==> config.mk <==
export PLATFORM = sky130hd
export DESIGN_NAME = membar_decoder
export DESIGN_NICKNAME = d
export VERILOG_FILES = /design/src/rtl/membar_pkg.sv /design/src/rtl/membar_cfg_regs.sv /design/src/rtl/membar_match.sv /design/src/rtl/membar_decoder.sv
export SDC_FILE = /design/constraint.sdc
export NUM_CORES = 1
export LEC_CHECK = 0
export BUFFER_PORTS_ARGS = -buffer_cell sky130_fd_sc_hd__buf_4
export CORE_ASPECT_RATIO = 0.7
export CORE_MARGIN = 3
export CORE_UTILIZATION = 35
export CTS_CLUSTER_DIAMETER = 60
export DETAILED_ROUTE_END_ITERATION = 12
export HOLD_SLACK_MARGIN = 0.06
export PLACE_DENSITY = 0.68
export SLEW_MARGIN = 20
export SYNTH_ARGS = -nofsm -noshare
export SYNTH_HDL_FRONTEND = slang
export SYNTH_HIERARCHICAL = 1
export SYNTH_SLANG_ARGS = --single-unit
==> constraint.sdc <==
create_clock -name clk -period 1.5 [get_ports clk]
set_input_delay 0.15 -clock clk [delete_from_list [all_inputs] [get_ports clk]]
set_output_delay 0.15 -clock clk [all_outputs]
set_load 0.02 [all_outputs]
==> src/rtl/membar_pkg.sv <==
package membar_pkg;

    localparam int ADDR_W     = 32;
    localparam int DW_IDX_W   = 6;
    localparam int LANES      = ADDR_W / 8;
    localparam int WIN_LOG2_D = 12;

    localparam logic [DW_IDX_W-1:0] CMD_DW = 6'd1;
    localparam logic [DW_IDX_W-1:0] BAR_DW = 6'd4;
    localparam logic [DW_IDX_W-1:0] CTL_DW = 6'd16;

    localparam int MEM_EN_BIT  = 1;
    localparam int ZERO_OK_BIT = 0;

    typedef struct packed {
        logic                we;
        logic [DW_IDX_W-1:0] dw;
        logic [LANES-1:0]    be;
        logic [ADDR_W-1:0]   data;
    } cfg_wr_t;

    typedef struct packed {
        logic mem_en;
        logic zero_ok;
    } bar_ctl_t;

    function automatic logic lane_write(input cfg_wr_t w,
                                        input logic [DW_IDX_W-1:0] dw,
                                        input int lane);
        return w.we && (w.dw == dw) && w.be[lane];
    endfunction

endpackage

==> src/rtl/membar_cfg_regs.sv <==
module membar_cfg_regs
    import membar_pkg::*;
#(
    parameter int WIN_LOG2 = WIN_LOG2_D,
    localparam int BASE_W = ADDR_W - WIN_LOG2
) (
    input  logic              clk,
    input  logic              rst,
    input  cfg_wr_t           wr,
    input  logic [DW_IDX_W-1:0] rd_dw,
    output logic [ADDR_W-1:0] rd_data,
    output logic [BASE_W-1:0] base_q,
    output bar_ctl_t          ctl_q
);

    logic [BASE_W-1:0] base_next;

    // Each writable base bit follows the enable of its own byte lane.
    for (genvar i = 0; i < BASE_W; i++) begin : g_base_bit
        localparam int ABIT = i + WIN_LOG2;
        localparam int LANE = ABIT / 8;
        assign base_next[i] = lane_write(wr, BAR_DW, LANE) ? wr.data[ABIT] : base_q[i];
    end

    always_ff @(posedge clk) begin
        if (rst) begin
            base_q <= '0;
            ctl_q  <= '0;
        end else begin
            base_q <= base_next;
            if (lane_write(wr, CMD_DW, MEM_EN_BIT / 8))
                ctl_q.mem_en <= wr.data[MEM_EN_BIT];
            if (lane_write(wr, CTL_DW, ZERO_OK_BIT / 8))
                ctl_q.zero_ok <= wr.data[ZERO_OK_BIT];
        end
    end

    always_comb begin
        rd_data = '0;
        unique case (rd_dw)
            CMD_DW:  rd_data[MEM_EN_BIT]  = ctl_q.mem_en;
            BAR_DW:  rd_data              = {base_q, {WIN_LOG2{1'b0}}};
            CTL_DW:  rd_data[ZERO_OK_BIT] = ctl_q.zero_ok;
            default: rd_data              = '0;
        endcase
    end

endmodule

==> src/rtl/membar_match.sv <==
module membar_match
    import membar_pkg::*;
#(
    parameter int WIN_LOG2 = WIN_LOG2_D,
    localparam int BASE_W = ADDR_W - WIN_LOG2
) (
    input  logic [BASE_W-1:0] base,
    input  bar_ctl_t          ctl,
    input  logic [BASE_W-1:0] addr_hi,
    output logic              hit
);

    logic base_zero;
    logic unassigned;
    logic addr_eq;

    // The zero detect looks only at the writable base bits.
    assign base_zero  = ~|base;
    assign unassigned = base_zero & ~ctl.zero_ok;
    assign addr_eq    = (addr_hi == base);
    assign hit        = ctl.mem_en & ~unassigned & addr_eq;

endmodule

==> src/rtl/membar_decoder.sv <==
module membar_decoder
    import membar_pkg::*;
#(
    parameter int WIN_LOG2 = WIN_LOG2_D
) (
    input  logic                clk,
    input  logic                rst,
    input  logic                cfg_we,
    input  logic [DW_IDX_W-1:0] cfg_dw_addr,
    input  logic [LANES-1:0]    cfg_be,
    input  logic [ADDR_W-1:0]   cfg_wdata,
    output logic [ADDR_W-1:0]   cfg_rdata,
    input  logic [ADDR_W-1:0]   bus_addr,
    output logic                bar_hit
);

    localparam int BASE_W = ADDR_W - WIN_LOG2;

    cfg_wr_t           wr;
    logic [BASE_W-1:0] base_q;
    bar_ctl_t          ctl_q;
    logic              mem_en;
    logic              zero_ok;

    assign wr      = '{we: cfg_we, dw: cfg_dw_addr, be: cfg_be, data: cfg_wdata};
    assign mem_en  = ctl_q.mem_en;
    assign zero_ok = ctl_q.zero_ok;

    membar_cfg_regs #(.WIN_LOG2(WIN_LOG2)) u_regs (
        .clk     (clk),
        .rst     (rst),
        .wr      (wr),
        .rd_dw   (cfg_dw_addr),
        .rd_data (cfg_rdata),
        .base_q  (base_q),
        .ctl_q   (ctl_q)
    );

    membar_match #(.WIN_LOG2(WIN_LOG2)) u_match (
        .base    (base_q),
        .ctl     (ctl_q),
        .addr_hi (bus_addr[ADDR_W-1:WIN_LOG2]),
        .hit     (bar_hit)
    );

endmodule

==> results of run 1 <==
-- worst max-delay path, cell delays in order (launching register included) --
cell	delay, ns
sky130_fd_sc_hd__dfxtp_2	0.34
sky130_fd_sc_hd__or4_4	0.51
sky130_fd_sc_hd__nor4_2	0.24
sky130_fd_sc_hd__nor3_2	0.08
sky130_fd_sc_hd__buf_4	0.16
-- report_power, final --
group / internal [mW] / switching, mW / total [mW] / leakage [nW]
registers: 0.585 / 0.00176 / 0.586 / 0.179
logic: 0.132 / 0.119 / 0.251 / 0.853
clock network: 0.234 / 0.182 / 0.416 / 0.0288
total: 0.951 / 0.303 / 1.25 / 1.06
-- state kept, by name (all words and copies together), names as in the netlist --
signal	count
u_regs/base_q	20
u_regs/ctl_q	2
-- layer usage --
metal	routed length [µm]	GRT usage	up-vias
met2	2210	0.2832	70
li1	-	-	827
met4	66	0.04740	0
met1	2318	0.2574	752
met5	0	0	-
met3	353	0.03209	7
-- worst min-delay path by stage --
stage / slack [ns] / endpoint / cells after the start / startpoint
after floorplan: 0.22 / u_regs/base_q[12] / 1 / rst
after global placement: 0.40 / u_regs/ctl_q[0] / 2 / cfg_wdata[0]
after detailed placement: 0.39 / u_regs/ctl_q[0] / 2 / cfg_wdata[0]
after CTS: 0.12 / u_regs/ctl_q[0] / 2 / cfg_wdata[0]
after global routing: 0.13 / u_regs/ctl_q[0] / 2 / cfg_wdata[0]
final: 0.13 / u_regs/ctl_q[0] / 2 / cfg_wdata[0]
-- area by class of cell --
class                   instances  share of cell area
multi-input cells             147              0.4286
repair buffers                 92              0.3345
flip-flops and latches         22              0.1841
well taps                      52             0.02689
clock buffers                   4             0.02275
inverters                       2            0.003102
-- kinds of logic (layout without fill, tap and decap cells) --
kind of cell,Yosys count,in the layout
AND/OR/NAND/NOR,73,73
AO/OA/AOI/OAI,44,44
other,1,10
flip-flops,22,22
XOR/XNOR,20,20
buffers and inverters,24,98
-- what timing repair did --
action                     4_1_cts  5_1_grt
setup buffers                    2        2
gates resized for setup         38       20
gates cloned                     2        1
pin swaps                        2        4
hold buffers                     0        0
setup endpoints to repair       21       22
-- stage by stage --
stage          instance area, µm²  setup WS, ns
2_1_floorplan                1558       0.02723
3_3_place_gp                 2140      -0.08048
3_5_place_dp                 2140      -0.08401
4_1_cts                      2372       -0.2502
5_1_grt                      2420       -0.3503
6_report                     2420       -0.2413
-- cells in the final DEF, fill, tap and decap left out, drive strengths merged, types with 3 or more instances in the layout --
master / n
nor4b: 3
nor4: 8
conb: 10
xor2: 19
and2: 20
dfxtp: 22
nand4: 23
nor3: 5
a21oi: 22
buf: 91
o21ai: 20
clkbuf: 5
==> results_dict.tcl, run 1 <==
set metrics [dict create \
    status "complete, but fails checks" \
    failed_checks "negative setup slack" \
    initial_core_util 0.3771 \
    grt_overflow 0 \
    syn-cell-area_um2 1524 \
    final_layout_size_suffix_gt1_frac 0.4981 \
    route.vias.total 1656 \
    power.density_cell_area_nw_per_um2 518.2 \
    core_area_um2 4041 \
    multi_input_gate_area_um2 1037 \
    n_fill_cell 372 \
    htreeDepth 1 \
    synth_area_leaders "sky130_fd_sc_hd__dfxtp_1 (29%), sky130_fd_sc_hd__xor2_1 (11%), sky130_fd_sc_hd__nand4_1 (9.4%), sky130_fd_sc_hd__and2_1 (8.2%), sky130_fd_sc_hd__a21oi_1 (7.2%)" \
    worstSetupStartpoint "u_regs/base_q[5]" \
    main_combinational_cell_family_by_area_after_synthesis "simple AND/OR/NAND/NOR gates" \
    synth.avg_cell_area_um2 8.282 \
    chipWidth_um 84.87 \
    worst_ep_arrival_time_ns 1.59 \
    regToRegEndpoint "u_regs/ctl_q[1]" \
    tritoncts "built" \
    finalPower_mw 1.254 \
    grt_antenna_before_repair 0 \
    setup.worst_path.class "flip-flop to output pin" \
    dr.pass1.iters 4 \
    remaining_antenna_violation_count_after_routing 0 \
    io_pins 110 \
    syn_to_final_growth_pct 58.78 \
    num-nets-final 345 \
    p_leak_nw 1.061 \
    report.final.hold_viol_count 0 \
    worstPathRequired_ns 1.35 \
    netlist_instances 184 \
    setup_slack_ns -0.2413 \
    worst_r2r_startpoint "u_regs/ctl_q[1]" \
    synth_top_area_frac 0.2890 \
    final.min_clock_period_ns 1.741 \
    cts.clk_slew.worst_paths_ns 0.08 \
    finalSetupViolCount 21 \
    layoutNonFillerInstCount 319 \
    yosys.area_share.xor_xnor 0.1149 \
    tns_ns -2.433 \
    gp_congestion 0.8109 \
    place_hpwl_um 3653 \
    clock.fmax_mhz 574.3 \
    path_max_fanout 3 \
    timing.critical_path.from_type "flip-flop" \
    drt-vias-per-instance 5.191 \
    timing.reg2reg.worst_path_depth 3 \
    postLayoutCoreUtil 0.5988 \
    antennaDiodeCount 0 \
    drc 0 \
    worst_skew_pair.late_latency_ns 0.26 \
    cts_root_buf "sky130_fd_sc_hd__clkbuf_8" \
    drt_wl_total_um 4948 \
    first_iter_violations 76 \
    wl_per_cell_um 15.51 \
    drv_cap 0 \
    final_skew_ns 0 \
    die_h_um 61.21 \
    area.sequential_um2 445.4 \
    synth_compound_area_frac 0.1502 \
    die_area_um2 5195 \
    reg2reg_slack_ns 0.65 \
    yosys-top-cells-count "sky130_fd_sc_hd__nand4_1 (23), sky130_fd_sc_hd__a21oi_1 (22), sky130_fd_sc_hd__dfxtp_1 (22), sky130_fd_sc_hd__and2_1 (20), sky130_fd_sc_hd__o21ai_1 (20)" \
    setup.worst_path.end_class "output pin" \
    timing.final.max_slew_violations 0 \
    synth_top_cell_by_area "sky130_fd_sc_hd__dfxtp_1" \
    tritoncts.num_buffers 3 \
    synth-edff-count 0 \
    via_count_of_the_first_global_routing_pass 1499 \
    synth_simple_gate_area_frac 0.3374 \
    grt_max_degree 24 \
    globalRouteTotalUtil 0.1799 \
    type_of_the_tightest_min_delay_check "input pin to flip-flop" \
    crit_path_end "bar_hit" \
    port_buffers 77 \
    cts_num_sinks 22 \
    instance_count_after_placement_with_tap_cells_included 310 \
    max-vdd-ir-drop_mv 0.3291 \
    synth_async_sr_flop_share 0 \
    finalHoldWorstSlack_ns 0.1263 \
    unrepaired_setup_endpoints_after_global_routing "true" \
    synth_ff_type "sky130_fd_sc_hd__dfxtp_1" \
    clock_tree.buffer_depth 2 \
    synth_most_common_cell "sky130_fd_sc_hd__nand4_1" \
    yosys.area_share.adder 0 \
    post-route-period-util 1.161 \
    grt_pass1_wl_um 7334 \
    ys_seq_area_frac 0.2890 \
    synth_seq_cells 22 \
    distinct_cells_synth 32 \
    fp-row-count 19 \
    yosys-mux-area-fraction 0 \
    yosys_warnings 6 \
]
Power figures use the tool's default switching activity.
==> run 2: changes to the inputs <==
CORE_ASPECT_RATIO = 1.2   (was 0.7)
==> run 2 against run 1 <==
  * The flow still finishes with violations (negative setup slack)
  * Utilization rose by 0.25 points
  * Via count rose by 2.8%
  * Clock-buffer cell count fell by 1
  * Setup slack improved by 0.022 ns
  * Cell area rose by 1.0%
  * Worst hold slack improved by 0.011 ns
  * Critical path type unchanged
  * Largest power group unchanged
==> results_dict.tcl, run 2 (synthesis results as in run 1) <==
set metrics [dict create \
    status "complete, but fails checks" \
    failed_checks "negative setup slack" \
    layout.cells.most_common_list "sky130_fd_sc_hd__buf_4 (65), sky130_fd_sc_hd__buf_6 (25), sky130_fd_sc_hd__nand4_1 (23)" \
    wire_length_on_met1_um 2066 \
    worst_r2r_startpoint "u_regs/ctl_q[1]" \
    final.min_clock_period_ns 1.719 \
    power.density_cell_area_nw_per_um2 488.4 \
    wl_per_cell_um 15.35 \
    timing.critical_path.max_delay_family "simple AND/OR/NAND/NOR gates" \
    worst_ep_arrival_time_ns 1.57 \
    final_design_area_no_fill_um2 2445 \
    sw_frac_of_total 0.2475 \
    timing.critical_path.from_type "flip-flop" \
    antennaDiodeCount 0 \
    path_max_fanout 4 \
    syn_to_final_growth_pct 60.43 \
    critical_path.max_stage_delay_ns 0.36 \
    post_cts_hold_buffer_count 0 \
    drt_wl_total_um 4928 \
    setup.worst_path.end_class "output pin" \
    cp_num_buf_inv 1 \
    htreeDepth 1 \
    worstPathRequired_ns 1.35 \
    tritoncts.num_buffers 3 \
    route.vias.total 1703 \
    post-route-period-util 1.146 \
    final_skew_ns 0 \
    timing.reg2reg.worst_path_depth 3 \
    cellInternalPower_mw 0.8985 \
    setup_slack_placement_ns -0.06957 \
    p_leak_nw 1.072 \
    max-vdd-ir-drop_mv 0.3204 \
    combPwrFrac 0.216 \
    gp_congestion 0.7727 \
    met2RoutedLength_um 2413 \
    die_area_um2 5185 \
    die_h_um 78.29 \
    place_hpwl_um 3540 \
    part_of_the_power_in_registers 0.491 \
    clock_power_share 0.293 \
    clock.fmax_mhz 581.7 \
    regToRegEndpoint "u_regs/ctl_q[1]" \
    clock_tree.buffer_depth 2 \
    final_common_cell "sky130_fd_sc_hd__buf_4" \
    drv_cap 0 \
    via_count_of_the_first_global_routing_pass 1636 \
    critical-path-slowest-cell "sky130_fd_sc_hd__dfxtp_1" \
    drc 0 \
    grt_max_degree 24 \
    report.final.hold_viol_count 0 \
    instance_count_after_placement_with_tap_cells_included 314 \
    core_area_um2 4066 \
    layoutNonFillerInstCount 321 \
    max_flop_register "u_regs/base_q" \
    unrepaired_setup_endpoints_after_global_routing "true" \
    worstSetupStartpoint "u_regs/base_q[15]" \
    fp-row-count 25 \
    setup.worst_path.class "flip-flop to output pin" \
    type_of_the_tightest_min_delay_check "input pin to flip-flop" \
    reg2reg_slack_ns 0.67 \
    power.net_switching_mw 0.2955 \
    chipWidth_um 66.24 \
    largest_reg_flops 20 \
    remaining_antenna_violation_count_after_routing 0 \
    wl_met3_um 395 \
    grt_pass1_wl_um 7383 \
    cts.clk_slew.worst_paths_ns 0.07 \
    grt_overflow 0 \
    first_iter_violations 44 \
    port_buffers 77 \
    globalRouteTotalUtil 0.1782 \
    num-nets-final 346 \
    timing.final.max_slew_violations 0 \
    drt-vias-per-instance 5.305 \
    crit_path_end "bar_hit" \
    initial_core_util 0.3748 \
    cts_num_sinks 22 \
    grt_antenna_before_repair 0 \
    placed_cell_area_um2 2157 \
    topRoutingLayerUsed "met4" \
    setup_slack_ns -0.2191 \
    largest_registers "u_regs/base_q (20), u_regs/ctl_q (2)" \
    finalSetupViolCount 21 \
    dr.pass1.iters 4 \
    tritoncts "built" \
    cts_root_buf "sky130_fd_sc_hd__clkbuf_8" \
    final_layout_size_suffix_gt1_frac 0.5019 \
    timing.critical_path.cells "xor2_1 > nor4_1 > nand4_1 > nor3_2 > buf_4" \
    worst_skew_pair.late_latency_ns 0.25 \
    io_pins 110 \
    cp.depth 5 \
]
[run 2: cell count changes in the layout (fill, tap and decap cells not counted)]
cell	before	now
sky130_fd_sc_hd__buf_8	0	1
sky130_fd_sc_hd__dfxtp_1	18	17
sky130_fd_sc_hd__nor3_2	2	1
sky130_fd_sc_hd__buf_4	64	65
sky130_fd_sc_hd__clkbuf_8	4	3
sky130_fd_sc_hd__nor4_1	5	4
sky130_fd_sc_hd__nor4_4	0	1
sky130_fd_sc_hd__nor3_1	3	4
sky130_fd_sc_hd__dfxtp_2	4	5
sky130_fd_sc_hd__clkbuf_16	1	2
sky130_fd_sc_hd__buf_6	27	25
[run 2: how the worst min path moves through the flow]
stage,start,endpoint,slack (ns),cells after the start
5_1_grt,cfg_wdata[0],u_regs/ctl_q[0],0.15,2
3_5_place_dp,cfg_wdata[0],u_regs/ctl_q[0],0.40,2
4_1_cts,cfg_wdata[0],u_regs/ctl_q[0],0.13,2
6_report,cfg_wdata[0],u_regs/ctl_q[0],0.14,2
2_1_floorplan,rst,u_regs/base_q[12],0.22,1
3_3_place_gp,cfg_wdata[0],u_regs/ctl_q[0],0.39,2
[run 2: layer usage]
layer,up-vias,GRT usage
li1,827,-
met1,794,0.2311
met2,78,0.3009
met3,4,0.02575
met4,0,0.05285
met5,-,0
[run 2: power groups by stage]
stage               registers (mW)  logic, mW  clock network, mW
detailed placement           0.600      0.243                  0
finish                       0.587      0.258              0.349
floorplan                    0.600      0.114                  0
global route                 0.586      0.275              0.385
global placement             0.600      0.242                  0
CTS                          0.586      0.251              0.358
[run 2: final cells by class]
type	count	area (µm²)
Inverter	2	7.507
Sequential cell	22	446.7
Fill cell	379	1622
Timing Repair Buffer	93	834.6
Clock buffer	3	41.29
Multi-Input combinational cell	147	1047
Tap cell	54	67.56
[run 2: worst register-to-register path, cell delays in order (launching register included)]
cell and delay, ns:
sky130_fd_sc_hd__dfxtp_1 0.39, sky130_fd_sc_hd__inv_1 0.05, sky130_fd_sc_hd__a31o_2 0.20, sky130_fd_sc_hd__a21oi_1 0.12
[run 2: what timing repair did]
| action | in CTS | in global routing |
|---|---|---|
| setup buffers | 2 | 1 |
| gates resized for setup | 39 | 20 |
| pin swaps | 2 | 9 |
| setup endpoints to repair | 21 | 21 |
| gates cloned | 2 | 1 |
[run 2: stage by stage]
stage | hold WS, ns | setup TNS (ns) | utilization | total power, mW
2_1_floorplan | 0.2191 | 0 | - | 0.7134
3_3_place_gp | 0.3916 | -1.113 | 0.5305 | 0.8418
4_1_cts | 0.1343 | -3.708 | 0.5858 | 1.196
6_report | 0.1374 | -1.304 | 0.6012 | 1.194
5_1_grt | 0.1469 | -1.915 | 0.6012 | 1.246
3_5_place_dp | 0.4019 | -1.233 | 0.5305 | 0.8434
